===== src/rtl/adc_seq_pkg.sv =====
// Shared constants for the scan sequencer.
// Assumes a 16-bit register data path and byte offsets on the request address.
package adc_seq_pkg;
    localparam int unsigned REG_W      = 16;
    localparam logic [REG_W-1:0] NO_DATA = 16'hFFFF;
    localparam logic [6:0] MASK_OFF    = 7'h00;
    localparam logic [6:0] START_OFF   = 7'h20;

    // Classification of a register access by offset.
    typedef enum logic [1:0] {
        ACC_DATA  = 2'd0,
        ACC_START = 2'd1,
        ACC_OTHER = 2'd2
    } acc_kind_e;
endpackage


===== src/rtl/adc_conv_timer.sv =====
// Scan timer: raises busy for CONV_CYCLES cycles after a launch pulse.
// Assumes launch is only asserted while idle; done pulses on the final busy cycle.
module adc_conv_timer #(
    parameter int unsigned CONV_CYCLES = 16,
    localparam int unsigned CNT_W = $clog2(CONV_CYCLES + 1)
) (
    input  logic clk,
    input  logic rst_n,
    input  logic launch,
    output logic busy,
    output logic done
);
    logic [CNT_W-1:0] left_q;

    // Completion is the last cycle of the busy window.
    assign done = busy && (left_q == '0);

    // Load the cycle count on launch, count down while busy.
    always_ff @(posedge clk) begin
        if (!rst_n) begin
            busy   <= 1'b0;
            left_q <= '0;
        end else if (launch) begin
            busy   <= 1'b1;
            left_q <= CNT_W'(CONV_CYCLES - 1);
        end else if (done) begin
            busy   <= 1'b0;
        end else if (busy) begin
            left_q <= left_q - 1'b1;
        end
    end
endmodule


===== src/rtl/adc_result_bank.sv =====
// Per-channel result registers with sign extension of the input codes.
// Assumes capture is a single-cycle pulse; the mask selects which channels load.
module adc_result_bank #(
    parameter int unsigned NUM_CH   = 8,
    parameter int unsigned SAMPLE_W = 14,
    parameter int unsigned DATA_W   = 16,
    localparam int unsigned EXT_W   = DATA_W - SAMPLE_W
) (
    input  logic                       clk,
    input  logic                       rst_n,
    input  logic                       capture,
    input  logic [NUM_CH-1:0]          enable,
    input  logic [NUM_CH*SAMPLE_W-1:0] samples,
    output logic [NUM_CH*DATA_W-1:0]   results
);
    for (genvar ch = 0; ch < NUM_CH; ch++) begin : g_chan
        logic [SAMPLE_W-1:0] code;
        assign code = samples[ch*SAMPLE_W +: SAMPLE_W];

        // Hold the result unless this channel is enabled at capture time.
        always_ff @(posedge clk) begin
            if (!rst_n) begin
                results[ch*DATA_W +: DATA_W] <= '0;
            end else if (capture && enable[ch]) begin
                results[ch*DATA_W +: DATA_W] <= {{EXT_W{code[SAMPLE_W-1]}}, code};
            end
        end
    end
endmodule


===== src/rtl/adc_readout_ptr.sv =====
// Readout pointer: picks the next enabled channel at or above the pointer,
// wrapping to the lowest enabled channel when none remains.
// Assumes advance is only asserted when at least one channel is enabled.
module adc_readout_ptr #(
    parameter int unsigned NUM_CH = 8,
    localparam int unsigned IDX_W = $clog2(NUM_CH),
    localparam int unsigned PTR_W = IDX_W + 1
) (
    input  logic              clk,
    input  logic              rst_n,
    input  logic              restart,
    input  logic              advance,
    input  logic [NUM_CH-1:0] enable,
    output logic [IDX_W-1:0]  sel_idx,
    output logic              any_en,
    output logic [PTR_W-1:0]  ptr
);
    logic             above_hit;
    logic [IDX_W-1:0] above_idx;
    logic [IDX_W-1:0] low_idx;

    // Priority search from the top down so the lowest match wins.
    always_comb begin
        above_hit = 1'b0;
        above_idx = '0;
        any_en    = 1'b0;
        low_idx   = '0;
        for (int i = NUM_CH - 1; i >= 0; i--) begin
            if (enable[i]) begin
                any_en  = 1'b1;
                low_idx = IDX_W'(i);
                if (PTR_W'(i) >= ptr) begin
                    above_hit = 1'b1;
                    above_idx = IDX_W'(i);
                end
            end
        end
        sel_idx = above_hit ? above_idx : low_idx;
    end

    // Reset on a new scan, otherwise step past the channel just read.
    always_ff @(posedge clk) begin
        if (!rst_n) begin
            ptr <= '0;
        end else if (restart) begin
            ptr <= '0;
        end else if (advance) begin
            ptr <= PTR_W'(sel_idx) + 1'b1;
        end
    end
endmodule


===== src/rtl/adc_scan_seq.sv =====
// Scan sequencer top: decodes register accesses, owns the enable mask,
// launches scans on a start read and returns results through the data window.
// Assumes one access per request cycle; read data is registered.
module adc_scan_seq
    import adc_seq_pkg::*;
#(
    parameter int unsigned NUM_CH      = 8,
    parameter int unsigned SAMPLE_W    = 14,
    parameter int unsigned CONV_CYCLES = 16,
    parameter int unsigned CTRL_W      = 32,
    parameter int unsigned BUSY_BIT    = 17,
    localparam int unsigned IDX_W      = $clog2(NUM_CH),
    localparam int unsigned PTR_W      = IDX_W + 1,
    localparam int unsigned WIN_BYTES  = NUM_CH * 2
) (
    input  logic                       clk,
    input  logic                       rst_n,
    input  logic                       req_valid,
    input  logic                       req_write,
    input  logic [6:0]                 req_addr,
    input  logic [REG_W-1:0]           req_wdata,
    output logic                       rd_valid,
    output logic [REG_W-1:0]           rd_data,
    output logic [CTRL_W-1:0]          ctrl_word,
    input  logic [NUM_CH*SAMPLE_W-1:0] sample_in
);
    logic [NUM_CH-1:0]       mask_q;
    logic                    busy;
    logic                    done;
    logic [NUM_CH*REG_W-1:0] res_flat;
    logic [IDX_W-1:0]        sel_idx;
    logic                    any_en;
    logic [PTR_W-1:0]        ptr;
    acc_kind_e               kind;
    logic                    rd_req;
    logic                    launch;
    logic                    advance;
    logic [REG_W-1:0]        rd_next;

    // Classify the access by its byte offset.
    always_comb begin
        if (req_addr < 7'(WIN_BYTES))   kind = ACC_DATA;
        else if (req_addr == START_OFF) kind = ACC_START;
        else                            kind = ACC_OTHER;
    end

    assign rd_req  = req_valid && !req_write;
    assign launch  = rd_req && (kind == ACC_START) && !busy;
    assign advance = rd_req && (kind == ACC_DATA) && !busy && any_en;

    // Enable mask register, written only at the mask offset.
    always_ff @(posedge clk) begin
        if (!rst_n) begin
            mask_q <= '0;
        end else if (req_valid && req_write && req_addr == MASK_OFF) begin
            mask_q <= req_wdata[NUM_CH-1:0];
        end
    end

    adc_conv_timer #(.CONV_CYCLES(CONV_CYCLES)) u_timer (
        .clk    (clk),
        .rst_n  (rst_n),
        .launch (launch),
        .busy   (busy),
        .done   (done)
    );

    adc_result_bank #(.NUM_CH(NUM_CH), .SAMPLE_W(SAMPLE_W), .DATA_W(REG_W)) u_bank (
        .clk     (clk),
        .rst_n   (rst_n),
        .capture (done),
        .enable  (mask_q),
        .samples (sample_in),
        .results (res_flat)
    );

    adc_readout_ptr #(.NUM_CH(NUM_CH)) u_ptr (
        .clk     (clk),
        .rst_n   (rst_n),
        .restart (launch),
        .advance (advance),
        .enable  (mask_q),
        .sel_idx (sel_idx),
        .any_en  (any_en),
        .ptr     (ptr)
    );

    // Select the value a read returns at this offset.
    always_comb begin
        rd_next = '0;
        if (rd_req) begin
            unique case (kind)
                ACC_START: rd_next = NO_DATA;
                ACC_DATA:  rd_next = (busy || !any_en) ? NO_DATA
                                                       : res_flat[sel_idx*REG_W +: REG_W];
                default:   rd_next = '0;
            endcase
        end
    end

    // Register the read response one cycle after the request.
    always_ff @(posedge clk) begin
        if (!rst_n) begin
            rd_valid <= 1'b0;
            rd_data  <= '0;
        end else begin
            rd_valid <= rd_req;
            rd_data  <= rd_next;
        end
    end

    // Control word carries only the busy flag.
    always_comb begin
        ctrl_word           = '0;
        ctrl_word[BUSY_BIT] = busy;
    end
endmodule


===== config.mk =====
export PLATFORM = sky130hd
export DESIGN_NAME = adc_scan_seq
export DESIGN_NICKNAME = d
export VERILOG_FILES = /design/src/rtl/adc_seq_pkg.sv /design/src/rtl/adc_conv_timer.sv /design/src/rtl/adc_result_bank.sv /design/src/rtl/adc_readout_ptr.sv /design/src/rtl/adc_scan_seq.sv
export SDC_FILE = /design/constraint.sdc
export NUM_CORES = 1
export LEC_CHECK = 0
export ABC_AREA = 1
export BUFFER_PORTS_ARGS = -buffer_cell sky130_fd_sc_hd__buf_2
export CORE_ASPECT_RATIO = 1.5
export CORE_MARGIN = 2
export CORE_UTILIZATION = 55
export CTS_CLUSTER_SIZE = 24
export DETAILED_ROUTE_END_ITERATION = 10
export GPL_ROUTABILITY_DRIVEN = 0
export PLACE_DENSITY_LB_ADDON = 0.05
export SKIP_LAST_GASP = 1
export SYNTH_ARGS = -nofsm -noshare
export SYNTH_HDL_FRONTEND = slang
export SYNTH_SLANG_ARGS = --single-unit

===== constraint.sdc =====
create_clock -name clk -period 4 [get_ports clk]
set_input_delay 0.8 -clock clk [delete_from_list [all_inputs] [get_ports clk]]
set_output_delay 0.8 -clock clk [all_outputs]
set_load 0.03 [all_outputs]

==> flow_summary_export.csv, run 1 <==
group,metric,value,unit
logic_synthesis,synth_xor_area_share,0.1255,%
timing,finalHoldViolCount,0,
grt,track_usage,29.31,%
run_status,status,"finished clean",
power,leakagePower,3.136,nW
timing,tightest_slew,0.7134,ns
timing,setup_tns,0,ns
floorplan,start_util,56.06,%
logic_synthesis,syn_avg_cell_area,6.972,sq um
worst_setup_path,cp_slowest_stage_delay,0.75,ns
grt,grt-ovfl-total,0,
clock_tree,post_cts_buffers,0,
worst_setup_path,cp.required,4.27,ns
logic_synthesis,muxShareOfSynthArea,0,%
clock_tree,cts.repair.resized,0,
floorplan,die_area,13630,sq um
logic_synthesis,synth_flop_cell,"dfxtp_1",
clock_tree,clock-root-buffer,"clkbuf_16",
clock_tree,cts.sinks,145,
timing,report.final.slew_viol_count,0,
power,total_power,3.161,mW
finish,fill_cells,1207,
worst_setup_path,end_kind,"flip-flop",
worst_setup_path,cp_cell_sequence,"nand3_1, nand2_1, inv_2, nand2_2, nor3_2, nand2_2, nand2_2, buf_12, nand2_1, nand3_1, nand3_1, nand3_1, nand2_1, a21oi_1",
logic_synthesis,synth_seq_area_share,41.59,%
timing,rsz0062_at_grt,"no",
worst_setup_path,cp_data_arrival_time,3.46,ns
routing,avgViaCountPerCell,5.474,
routing,wl,19.70,mm
logic_synthesis,synthArstFlopShare,0,%
power,clkPwrFrac,48.8,%
power,switching_power,0.7063,mW
worst_setup_path,cp_slowest_cell,"dfxtp_1",
worst_setup_path,path_max_fanout,45,
flow_run,maxCapViolations,0,
clock_tree,clock_latency,0.42,ns
logic_synthesis,synth_compound_area_share,12.32,%
floorplan,core_area,12450,sq um
floorplan,die_y,142.0,um
timing,relSlewSlack,52.37,%
routing,drt_iter0_drc,465,
worst_setup_path,crit-reg2reg-launch,"mask_q[2]",
timing,max_freq,313.7,MHz
routing,drcViolationCount,0,
power,seq_power_share,45.8,%
worst_setup_path,cpLargestDelayFamily,"simple AND/OR/NAND/NOR gates",
worst_setup_path,critPathBufInv,2,
floorplan,die_x,95.98,um
worst_setup_path,worstSetupPathType,"reg -> reg",
floorplan,num_rows,50,
grt,grt_max_degree,57,
timing,setup_violations,0,
grt,antenna_found_initial,0,
timing,finalClockSkew,0.009100,ns
clock_tree,cts_made_buffers,17,
place,port_buffers,148,
clock_tree,tritoncts,"done",
min_path,worstHoldStart,"u_bank.results[16]",
routing,drt_pass1_iterations,5,
logic_synthesis,synth_edf_count,0,
logic_synthesis,syn_inst,1001,
routing,wl_per_cell,15.53,um
logic_synthesis,syn-cell-area,6979,sq um
grt,grt_pass1_vias,6193,
worst_setup_path,cpMostUsedCell,"nand3_1",
place,dpl.hpwl,13.59,mm
worst_setup_path,start_kind,"flip-flop",
finish,syn_to_final_growth,16.10,%
power,p_per_area,390.1,nW/um^2
clock_tree,h-tree-depth,4,
logic_synthesis,synth_simple_gate_area_share,33.97,%
logic_synthesis,synth-seq-cells,145,
logic_synthesis,yosysWarnings,0,
finish,n_antenna_cell,0,
timing,fin_crit_sh,79.70,%
grt,grt_pass1_wl,30.77,mm
timing,fin_crit,3.188,ns
logic_synthesis,synth_top_family_by_area,"simple AND/OR/NAND/NOR gates",
logic_synthesis,synth_cell_types,30,
clock_tree,path_clk_slew,0.06,ns
min_path,hp-class,"reg -> reg",
finish,nets,1242,
power,power_switching_share,22.35,%
clock_tree,cts_buffer_depth,2,
finish,drive_above_1_share,19.14,%
routing,ant_nets,0,
power,p_int,2.455,mW
power,p_comb_share,5.4,%
worst_setup_path,setup.worst_path.start,"mask_q[2]",
routing,vias,6947,
logic_synthesis,synthAdderAreaFrac,0.5378,%
floorplan,io_pins,188,
power,vdd_drop_max,0.2385,mV
clock_tree,cts_hold_buf,0,
[per-layer routing]
layer  vias up  share of wire (%)  routed length [um]  GRT usage, %
met5         -                  0                   0             0
met4         0                3.1                 605         12.78
met3        39                5.3                1048         4.714
met2       268                 49                9614         47.52
met1      3142                 43                8435         38.15
li1       3498                  -                   -             -
[worst paths after layout]
kind | cells past startpoint | endpoint | slack, ns
max reg2reg | 14 | rd_data[8] | 0.81
min | 2 | u_bank.results[16] | 0.46
max | 14 | rd_data[8] | 0.81
min reg2reg | 2 | u_bank.results[16] | 0.46
[cells in the final DEF (no fill, tap or decap), types with 2 or more instances in the layout]
cell          n
clkbuf_16    17
conb_1       31
a31oi_1       2
nor2_1       16
clkbuf_1      4
nor2_2        2
clkbuf_8      2
inv_1        35
nand2_2       5
ha_1          3
buf_2       148
buf_4        15
a21oi_1     140
nand3_1     275
bufinv_16     2
clkinv_2      4
inv_2         7
nand4_1       2
clkinv_4      2
o21ai_2       3
dfxtp_1     145
nor3_1        6
nand2_1     220
o21ai_0      16
clkinvlp_4    2
[final cells by class]
| type | instances | area [sq um] | share of cell area [%] |
|---|---|---|---|
| repair buffers | 164 | 873.3 | 10.78 |
| well taps | 156 | 195.2 | 2.409 |
| inverters | 43 | 162.7 | 2.007 |
| flip-flops and latches | 145 | 2903 | 35.82 |
| clock buffers | 23 | 467.9 | 5.775 |
| clock inverters | 9 | 107.6 | 1.328 |
| multi-input cells | 729 | 3393 | 41.88 |
[Yosys cell counts (all sizes together), types with 2 or more instances]
cell | number | area share [%]
nand3 | 275 | 20
nand2 | 225 | 12
ha | 3 | 0.54
nor2 | 18 | 1.0
inv | 42 | 2.3
nand4 | 2 | 0.18
nor3 | 7 | 0.57
dfxtp | 145 | 42
o21ai | 19 | 1.5
a31oi | 2 | 0.18
a21oi | 141 | 10
buf | 71 | 6.8
clkbuf | 43 | 2.3
[worst min-delay path, stage by stage (launching register included)]
cell and delay (ns):
dfxtp_1 0.31, nand2_1 0.06, a21oi_1 0.05
[state kept, by name, indices dropped and copies added (netlist names)]
register / flops
u_bank.results: 112
rd_data: 14
mask_q: 8
u_timer.left_q: 5
u_ptr.ptr: 4
rd_valid: 1
u_timer.busy: 1
[stage by stage]
stage               hold slack, ns  util (%)  setup slack, ns  cells  cell area (sq um)
floorplan                   0.4411         -            2.043   1031               7092
global placement            0.4481     60.46           0.9603   1237               7527
detailed placement          0.4525     60.46           0.8720   1237               7527
CTS                         0.4610     65.09           0.8227   1269               8103
global route                0.4789     65.09           0.6170   1269               8103
finish                      0.4598     65.09           0.8120   1269               8103
[cells by family after synthesis]
logic type | Yosys count
compound gates | 165
xor+xnor | 1
simple gates | 529
fa+ha+maj | 3
buf+inv | 157
flops | 145
other cells | 1
[power by group through the flow]
stage	Sequential (mW)	Combinational (mW)	Clock (mW)
floorplan	1.48	0.110	0
global route	1.45	0.188	1.62
CTS	1.45	0.170	1.55
finish	1.45	0.171	1.54
global placement	1.48	0.169	0
detailed placement	1.48	0.170	0
(Power assumes the default switching activity.)
==> run 2: changes to the inputs <==
--- a/config.mk
+++ b/config.mk
@@ -9,7 +9,7 @@
 export BUFFER_PORTS_ARGS = -buffer_cell sky130_fd_sc_hd__buf_2
 export CORE_ASPECT_RATIO = 1.5
 export CORE_MARGIN = 2
-export CORE_UTILIZATION = 55
+export CORE_UTILIZATION = 53
 export CTS_CLUSTER_SIZE = 24
 export DETAILED_ROUTE_END_ITERATION = 10
 export GPL_ROUTABILITY_DRIVEN = 0
==> constraint.sdc (replaced) <==
create_clock -name clk -period 3.3 [get_ports clk]
set_input_delay 0.66 -clock clk [delete_from_list [all_inputs] [get_ports clk]]
set_output_delay 0.66 -clock clk [all_outputs]
set_load 0.03 [all_outputs]
==> run 2 against run 1 <==
Hold slack got worse by 0.0011 ns. Combinational power rose by 22%. Global-route usage fell by 0.14 points. Worst setup slack got worse by 0.10 ns. Cell count rose by 0.47%. Core utilization fell by 2.0 points. Sequential power rose by 21%. Register-to-register slack got worse by 0.10 ns. Maximum frequency rose by 23%. Count of clock-buffer cells in the layout fell by 4. Via count rose by 0.56%. Critical path depth rose by 1. Critical endpoint is now rd_data[5].
==> flow_summary_export.csv, run 2 (synthesized netlist as in run 1, its figures left out) <==
group,metric,value,unit
worst_setup_path,worstSetupPathType,"reg -> reg",
place,port_buffers,148,
power,p_int,3.033,mW
clock_tree,cts.repair.resized,0,
routing,vias,6986,
finish,layout_common_cells,"nand3_1, nand2_1, buf_2",
timing,setup_tns,0,ns
timing,relSlewSlack,57.96,%
power,leakagePower,3.165,nW
timing,fin_crit_sh,78.56,%
timing,finalHoldViolCount,0,
clock_tree,cts.sinks,145,
finish,syn_to_final_growth,17.16,%
power,vdd_drop_max,0.2792,mV
clock_tree,clock_latency,0.42,ns
grt,grt_max_degree,57,
floorplan,die_x,97.70,um
grt,grt_pass1_vias,6395,
worst_setup_path,cp_data_arrival_time,2.93,ns
clock_tree,clock-root-buffer,"clkbuf_16",
floorplan,die_area,14120,sq um
clock_tree,path_clk_slew,0.06,ns
min_path,min_path_cells,2,
min_path,hp-class,"reg -> reg",
clock_tree,cts_buffer_depth,2,
finish,top_regs,"u_bank.results: 112 flops, rd_data: 14 flops, mask_q: 8 flops",
routing,wl,20.25,mm
finish,drive_above_1_share,19.62,%
finish,regMostFlops,"u_bank.results",
finish,finish.instance_area,8177,sq um
timing,max_freq,385.7,MHz
grt,grt-ovfl-total,0,
timing,fin_crit,2.593,ns
finish,instances_no_fill,1275,
power,clkPwrFrac,50.1,%
finish,nets,1246,
worst_setup_path,path_max_fanout,21,
finish,n_antenna_cell,0,
power,p_comb_share,5.3,%
finish,largest_register_ffs,112,
worst_setup_path,cp.required,3.64,ns
flow_run,maxCapViolations,0,
routing,drt_iter0_drc,514,
power,power_switching_share,22.94,%
timing,finalClockSkew,0.007182,ns
grt,antenna_found_initial,0,
routing,drt_pass1_iterations,6,
worst_setup_path,end_kind,"flip-flop",
floorplan,core_area,12950,sq um
clock_tree,post_cts_buffers,0,
clock_tree,cts_made_buffers,17,
run_status,status,"finished clean",
timing,rsz0062_at_grt,"no",
power,p_per_area,481.3,nW/um^2
finish,fin_util,63.12,%
floorplan,die_y,144.5,um
place,dp_cells,1244,
clock_tree,tritoncts,"done",
power,seq_power_share,44.6,%
timing,tightest_slew,0.6299,ns
place,dpl_cell_area,7574,sq um
finish,layout_commonest_cell,"nand3_1",
routing,ant_nets,0,
place,dpl.hpwl,14.19,mm
power,total_power,3.935,mW
routing,wl_per_cell,15.88,um
timing,report.final.slew_viol_count,0,
routing,drcViolationCount,0,
worst_setup_path,start_kind,"flip-flop",
power,switching_power,0.9027,mW
clock_tree,cts_hold_buf,0,
grt,grt_pass1_wl,32.54,mm
floorplan,io_pins,188,
clock_tree,h-tree-depth,4,
worst_setup_path,reg2regPathDepth,15,
floorplan,start_util,53.88,%
grt,track_usage,29.16,%
routing,avgViaCountPerCell,5.479,
timing,setup_violations,0,
floorplan,num_rows,51,
-- run 2: power by group through the flow --
stage	sequential, mW	clock, mW	combinational (mW)
4_1_cts	1.75	1.98	0.208
5_1_grt	1.75	2.07	0.230
6_report	1.75	1.97	0.208
2_1_floorplan	1.80	0	0.134
3_3_place_gp	1.79	0	0.206
3_5_place_dp	1.79	0	0.207
-- run 2: worst paths after layout --
| kind | from | to | slack, ns |
|---|---|---|---|
| setup reg to reg | u_ptr.ptr[3] | rd_data[5] | 0.71 |
| hold / removal | u_bank.results[26] | u_bank.results[26] | 0.46 |
| hold reg to reg | u_bank.results[26] | u_bank.results[26] | 0.46 |
| setup / recovery | u_ptr.ptr[3] | rd_data[5] | 0.71 |
-- run 2: area by class of cell --
cell class                 instances  area [sq um]
fill                            1265          4777
multi-input combinational        729          3393
sequential                       145          2903
timing repair buffer             168         915.9
clock buffer                      19         442.9
tap                              159         198.9
inverter                          43         162.7
clock inverter                    12         160.2
-- run 2: critical path, cell delays in order, from the launching register on --
cell	delay, ns
dfxtp_1	0.48
nor2_2	0.10
nand3_1	0.10
nand2_1	0.08
inv_2	0.07
nand2_2	0.08
nor3_2	0.15
nand2_2	0.08
nand2_2	0.38
buf_4	0.34
nand2_1	0.08
nand3_1	0.12
nand3_1	0.10
nand3_1	0.11
nand2_1	0.06
a21oi_1	0.17
-- run 2: metal layers --
layer	vias to the layer above	share of wire, %	global-route usage [%]
met5	-	0	0
met4	0	3.4	12.50
met3	46	4.9	5.027
met2	246	49	49.22
met1	3179	43	36.87
li1	3515	-	-
-- run 2: through the flow --
step	setup slack, ns	hold WS (ns)
after floorplan	1.343	0.4411
after global placement	0.8039	0.4489
after global routing	0.4396	0.4720
after detailed placement	0.7744	0.4521
after CTS	0.7544	0.4581
final	0.7075	0.4587
==> run 3: changes to the inputs <==
--- a/config.mk
+++ b/config.mk
@@ -5,7 +5,7 @@
 export SDC_FILE = /design/constraint.sdc
 export NUM_CORES = 1
 export LEC_CHECK = 0
-export ABC_AREA = 1
+export ABC_AREA = 0
 export BUFFER_PORTS_ARGS = -buffer_cell sky130_fd_sc_hd__buf_2
 export CORE_ASPECT_RATIO = 1.5
 export CORE_MARGIN = 2
==> constraint.sdc (replaced) <==
create_clock -name clk -period 2.7 [get_ports clk]
set_input_delay 0.54 -clock clk [delete_from_list [all_inputs] [get_ports clk]]
set_output_delay 0.54 -clock clk [all_outputs]
set_load 0.03 [all_outputs]
==> run 3 against run 2 <==
Die area shrank 1.2%. Largest cell class unchanged. Count of clock-buffer cells in the layout shrank 1. Final area shrank 0.21%. Cell count shrank 12%.
==> flow_summary_export.csv, run 3 <==
group,metric,value,unit
timing,rsz0062_at_grt,"no",
timing,fin_crit_sh,95.95,%
clock_tree,cts.repair.resized,0,
worst_setup_path,path_max_fanout,22,
floorplan,io_pins,188,
flow_run,maxCapViolations,0,
power,clkPwrFrac,49.7,%
finish,layout_common_cells,"nand2_1, buf_2, dfxtp_1",
finish,top_regs,"u_bank.results: 112 flops, rd_data: 14 flops, mask_q: 8 flops",
min_path,hp-class,"in -> reg",
logic_synthesis,yosys.cell_count.top_type,"nand2_1",
clock_tree,clock_latency,0.42,ns
logic_synthesis,synth_edf_count,0,
clock_tree,cts_buffer_depth,2,
power,p_int,3.641,mW
grt,grt-ovfl-total,0,
power,power_switching_share,23.08,%
finish,regMostFlops,"u_bank.results",
finish,n_antenna_cell,0,
floorplan,die_area,13950,sq um
logic_synthesis,synth_flop_cell,"dfxtp_1",
logic_synthesis,syn-cell-area,6892,sq um
finish,layout_commonest_cell,"nand2_1",
logic_synthesis,synth_commonest_cells,"nand2_1, dfxtp_1, a21boi_0",
timing,finalClockSkew,0.007139,ns
timing,holdWs,0.3649,ns
timing,setup_violations,0,
logic_synthesis,syn_inst,831,
finish,fin_util,63.61,%
clock_tree,h-tree-depth,4,
power,p_comb_share,5.0,%
logic_synthesis,synth_cell_types,51,
worst_setup_path,cpMostUsedCell,"nand2_1",
logic_synthesis,syn_avg_cell_area,8.293,sq um
power,switching_power,1.092,mW
logic_synthesis,synth_seq_area_share,42.12,%
worst_setup_path,start_kind,"flip-flop",
grt,track_usage,26.81,%
routing,ant_nets,0,
floorplan,core_area,12830,sq um
worst_setup_path,cp_cell_sequence,"and4b_1, or3_4, nand2_1, o41ai_2, nand2_1, buf_4, mux2i_1, o211a_1, a31oi_1",
run_status,status,"finished clean",
routing,wl_per_cell,16.62,um
worst_setup_path,cp_slowest_stage_delay,0.49,ns
power,leakagePower,3.242,nW
clock_tree,clock-root-buffer,"clkbuf_16",
finish,syn_to_final_growth,18.39,%
floorplan,die_x,97.11,um
floorplan,die_y,143.7,um
routing,drcViolationCount,0,
clock_tree,post_cts_buffers,0,
timing,max_freq,386.0,MHz
power,seq_power_share,45.3,%
grt,grt_pass1_wl,29.10,mm
power,p_per_area,580.1,nW/um^2
power,vdd_drop_max,0.3522,mV
routing,drt_iter0_drc,355,
worst_setup_path,cpLargestDelayFamily,"simple AND/OR/NAND/NOR gates",
routing,drt_pass1_iterations,5,
timing,relSlewSlack,51.11,%
timing,setup_tns,0,ns
finish,largest_register_ffs,112,
finish,drive_above_1_share,20.87,%
logic_synthesis,synth_area_leaders,"dfxtp_1, nand2_1, a21boi_0, mux2i_1, buf_4",
worst_setup_path,worstSetupPathType,"reg -> reg",
clock_tree,path_clk_slew,0.06,ns
worst_setup_path,end_kind,"flip-flop",
worst_setup_path,cp.required,2.98,ns
grt,antenna_found_initial,0,
floorplan,start_util,53.73,%
logic_synthesis,yosysTopAreaCellShare,42.12,%
routing,wl,18.73,mm
logic_synthesis,synth_top_cell_by_area,"dfxtp_1",
place,dpl.hpwl,13.88,mm
finish,nets,1097,
grt,grt_pass1_vias,5824,
clock_tree,tritoncts,"done",
worst_setup_path,cp_data_arrival_time,2.87,ns
timing,fin_crit,2.591,ns
timing,tightest_slew,0.7272,ns
routing,vias,6066,
routing,avgViaCountPerCell,5.382,
worst_setup_path,critPathBufInv,1,
clock_tree,cts.sinks,145,
floorplan,num_rows,51,
logic_synthesis,synth-seq-cells,145,
logic_synthesis,synthArstFlopShare,0,%
logic_synthesis,yosysWarnings,0,
clock_tree,cts_hold_buf,0,
timing,report.final.slew_viol_count,0,
clock_tree,cts_made_buffers,17,
worst_setup_path,cp_slowest_cell,"dfxtp_1",
timing,finalHoldViolCount,0,
grt,grt_max_degree,108,
finish,fill_cells,1175,
place,port_buffers,148,
==> run 3: cell types whose count changed after synthesis, moves of 14 or more <==
cell / delta
nand3_1: -243
a21oi_1: -134
a21boi_0: +119
mux2i_1: +36
inv_1: -26
a31oi_1: +25
nand2_1: +20
and3_1: +15
o21ai_0: -15
o21a_1: +14
==> run 3: area by class of cell <==
class | count | area, sq um | share of cell area, %
inverters | 11 | 41.29 | 0.5061
clock buffers | 18 | 439.2 | 5.383
repair buffers | 163 | 878.3 | 10.77
flip-flops and latches | 145 | 2903 | 35.58
multi-input cells | 617 | 3543 | 43.43
well taps | 159 | 198.9 | 2.438
clock inverters | 14 | 155.1 | 1.902
==> run 3: power groups by stage <==
stage | Clock [mW] | Combinational, mW | Sequential [mW]
2_1_floorplan | 0 | 0.153 | 2.20
3_3_place_gp | 0 | 0.232 | 2.19
3_5_place_dp | 0 | 0.236 | 2.19
4_1_cts | 2.36 | 0.237 | 2.14
5_1_grt | 2.48 | 0.256 | 2.14
6_report | 2.35 | 0.238 | 2.14
==> run 3: per-layer routing <==
layer	routed length, um	up-vias	GRT usage (%)	part of all wire (%)
met3	800	30	4.669	4.3
met5	0	-	0	0
met2	10020	193	50.04	53
met1	7316	2828	30.29	39
li1	-	3015	-	-
met4	597	0	10.45	3.2
==> run 3: cell families after synthesis <==
kind of cell	share of synthesized area, %
other cells	0.05441
xor+xnor	0.5083
fa+ha+maj	0.5447
flops	42.12
simple gates	21.15
compound gates	22.29
buf+inv	8.097
mux	5.229
==> run 3: path summary, 6_finish.rpt <==
check                          start                  to  slack [ns]  cells after the start
hold / removal         sample_in[21]  u_bank.results[23]        0.36                      3
hold reg to reg   u_bank.results[27]  u_bank.results[27]        0.46                      2
setup reg to reg           mask_q[7]          rd_data[6]        0.11                      9
setup / recovery           mask_q[7]          rd_data[6]        0.11                      9
==> run 3: worst reg2reg max path: cells and delay by family (launching register included) <==
family | cells | cell delay, ns
buffers and inverters | 1 | 0.31
multiplexers | 1 | 0.41
AO/OA/AOI/OAI | 3 | 0.41
flip-flops | 1 | 0.49
AND/OR/NAND/NOR | 4 | 0.84
==> run 3: through the flow <==
stage	setup slack (ns)	total power [mW]	area (sq um)	std cells
2_1_floorplan	0.5175	2.350	7004	861
3_3_place_gp	0.1878	2.423	7565	1095
3_5_place_dp	0.1821	2.428	7565	1095
4_1_cts	0.1329	4.743	8159	1127
5_1_grt	0.01146	4.878	8159	1127
6_report	0.1094	4.733	8159	1127
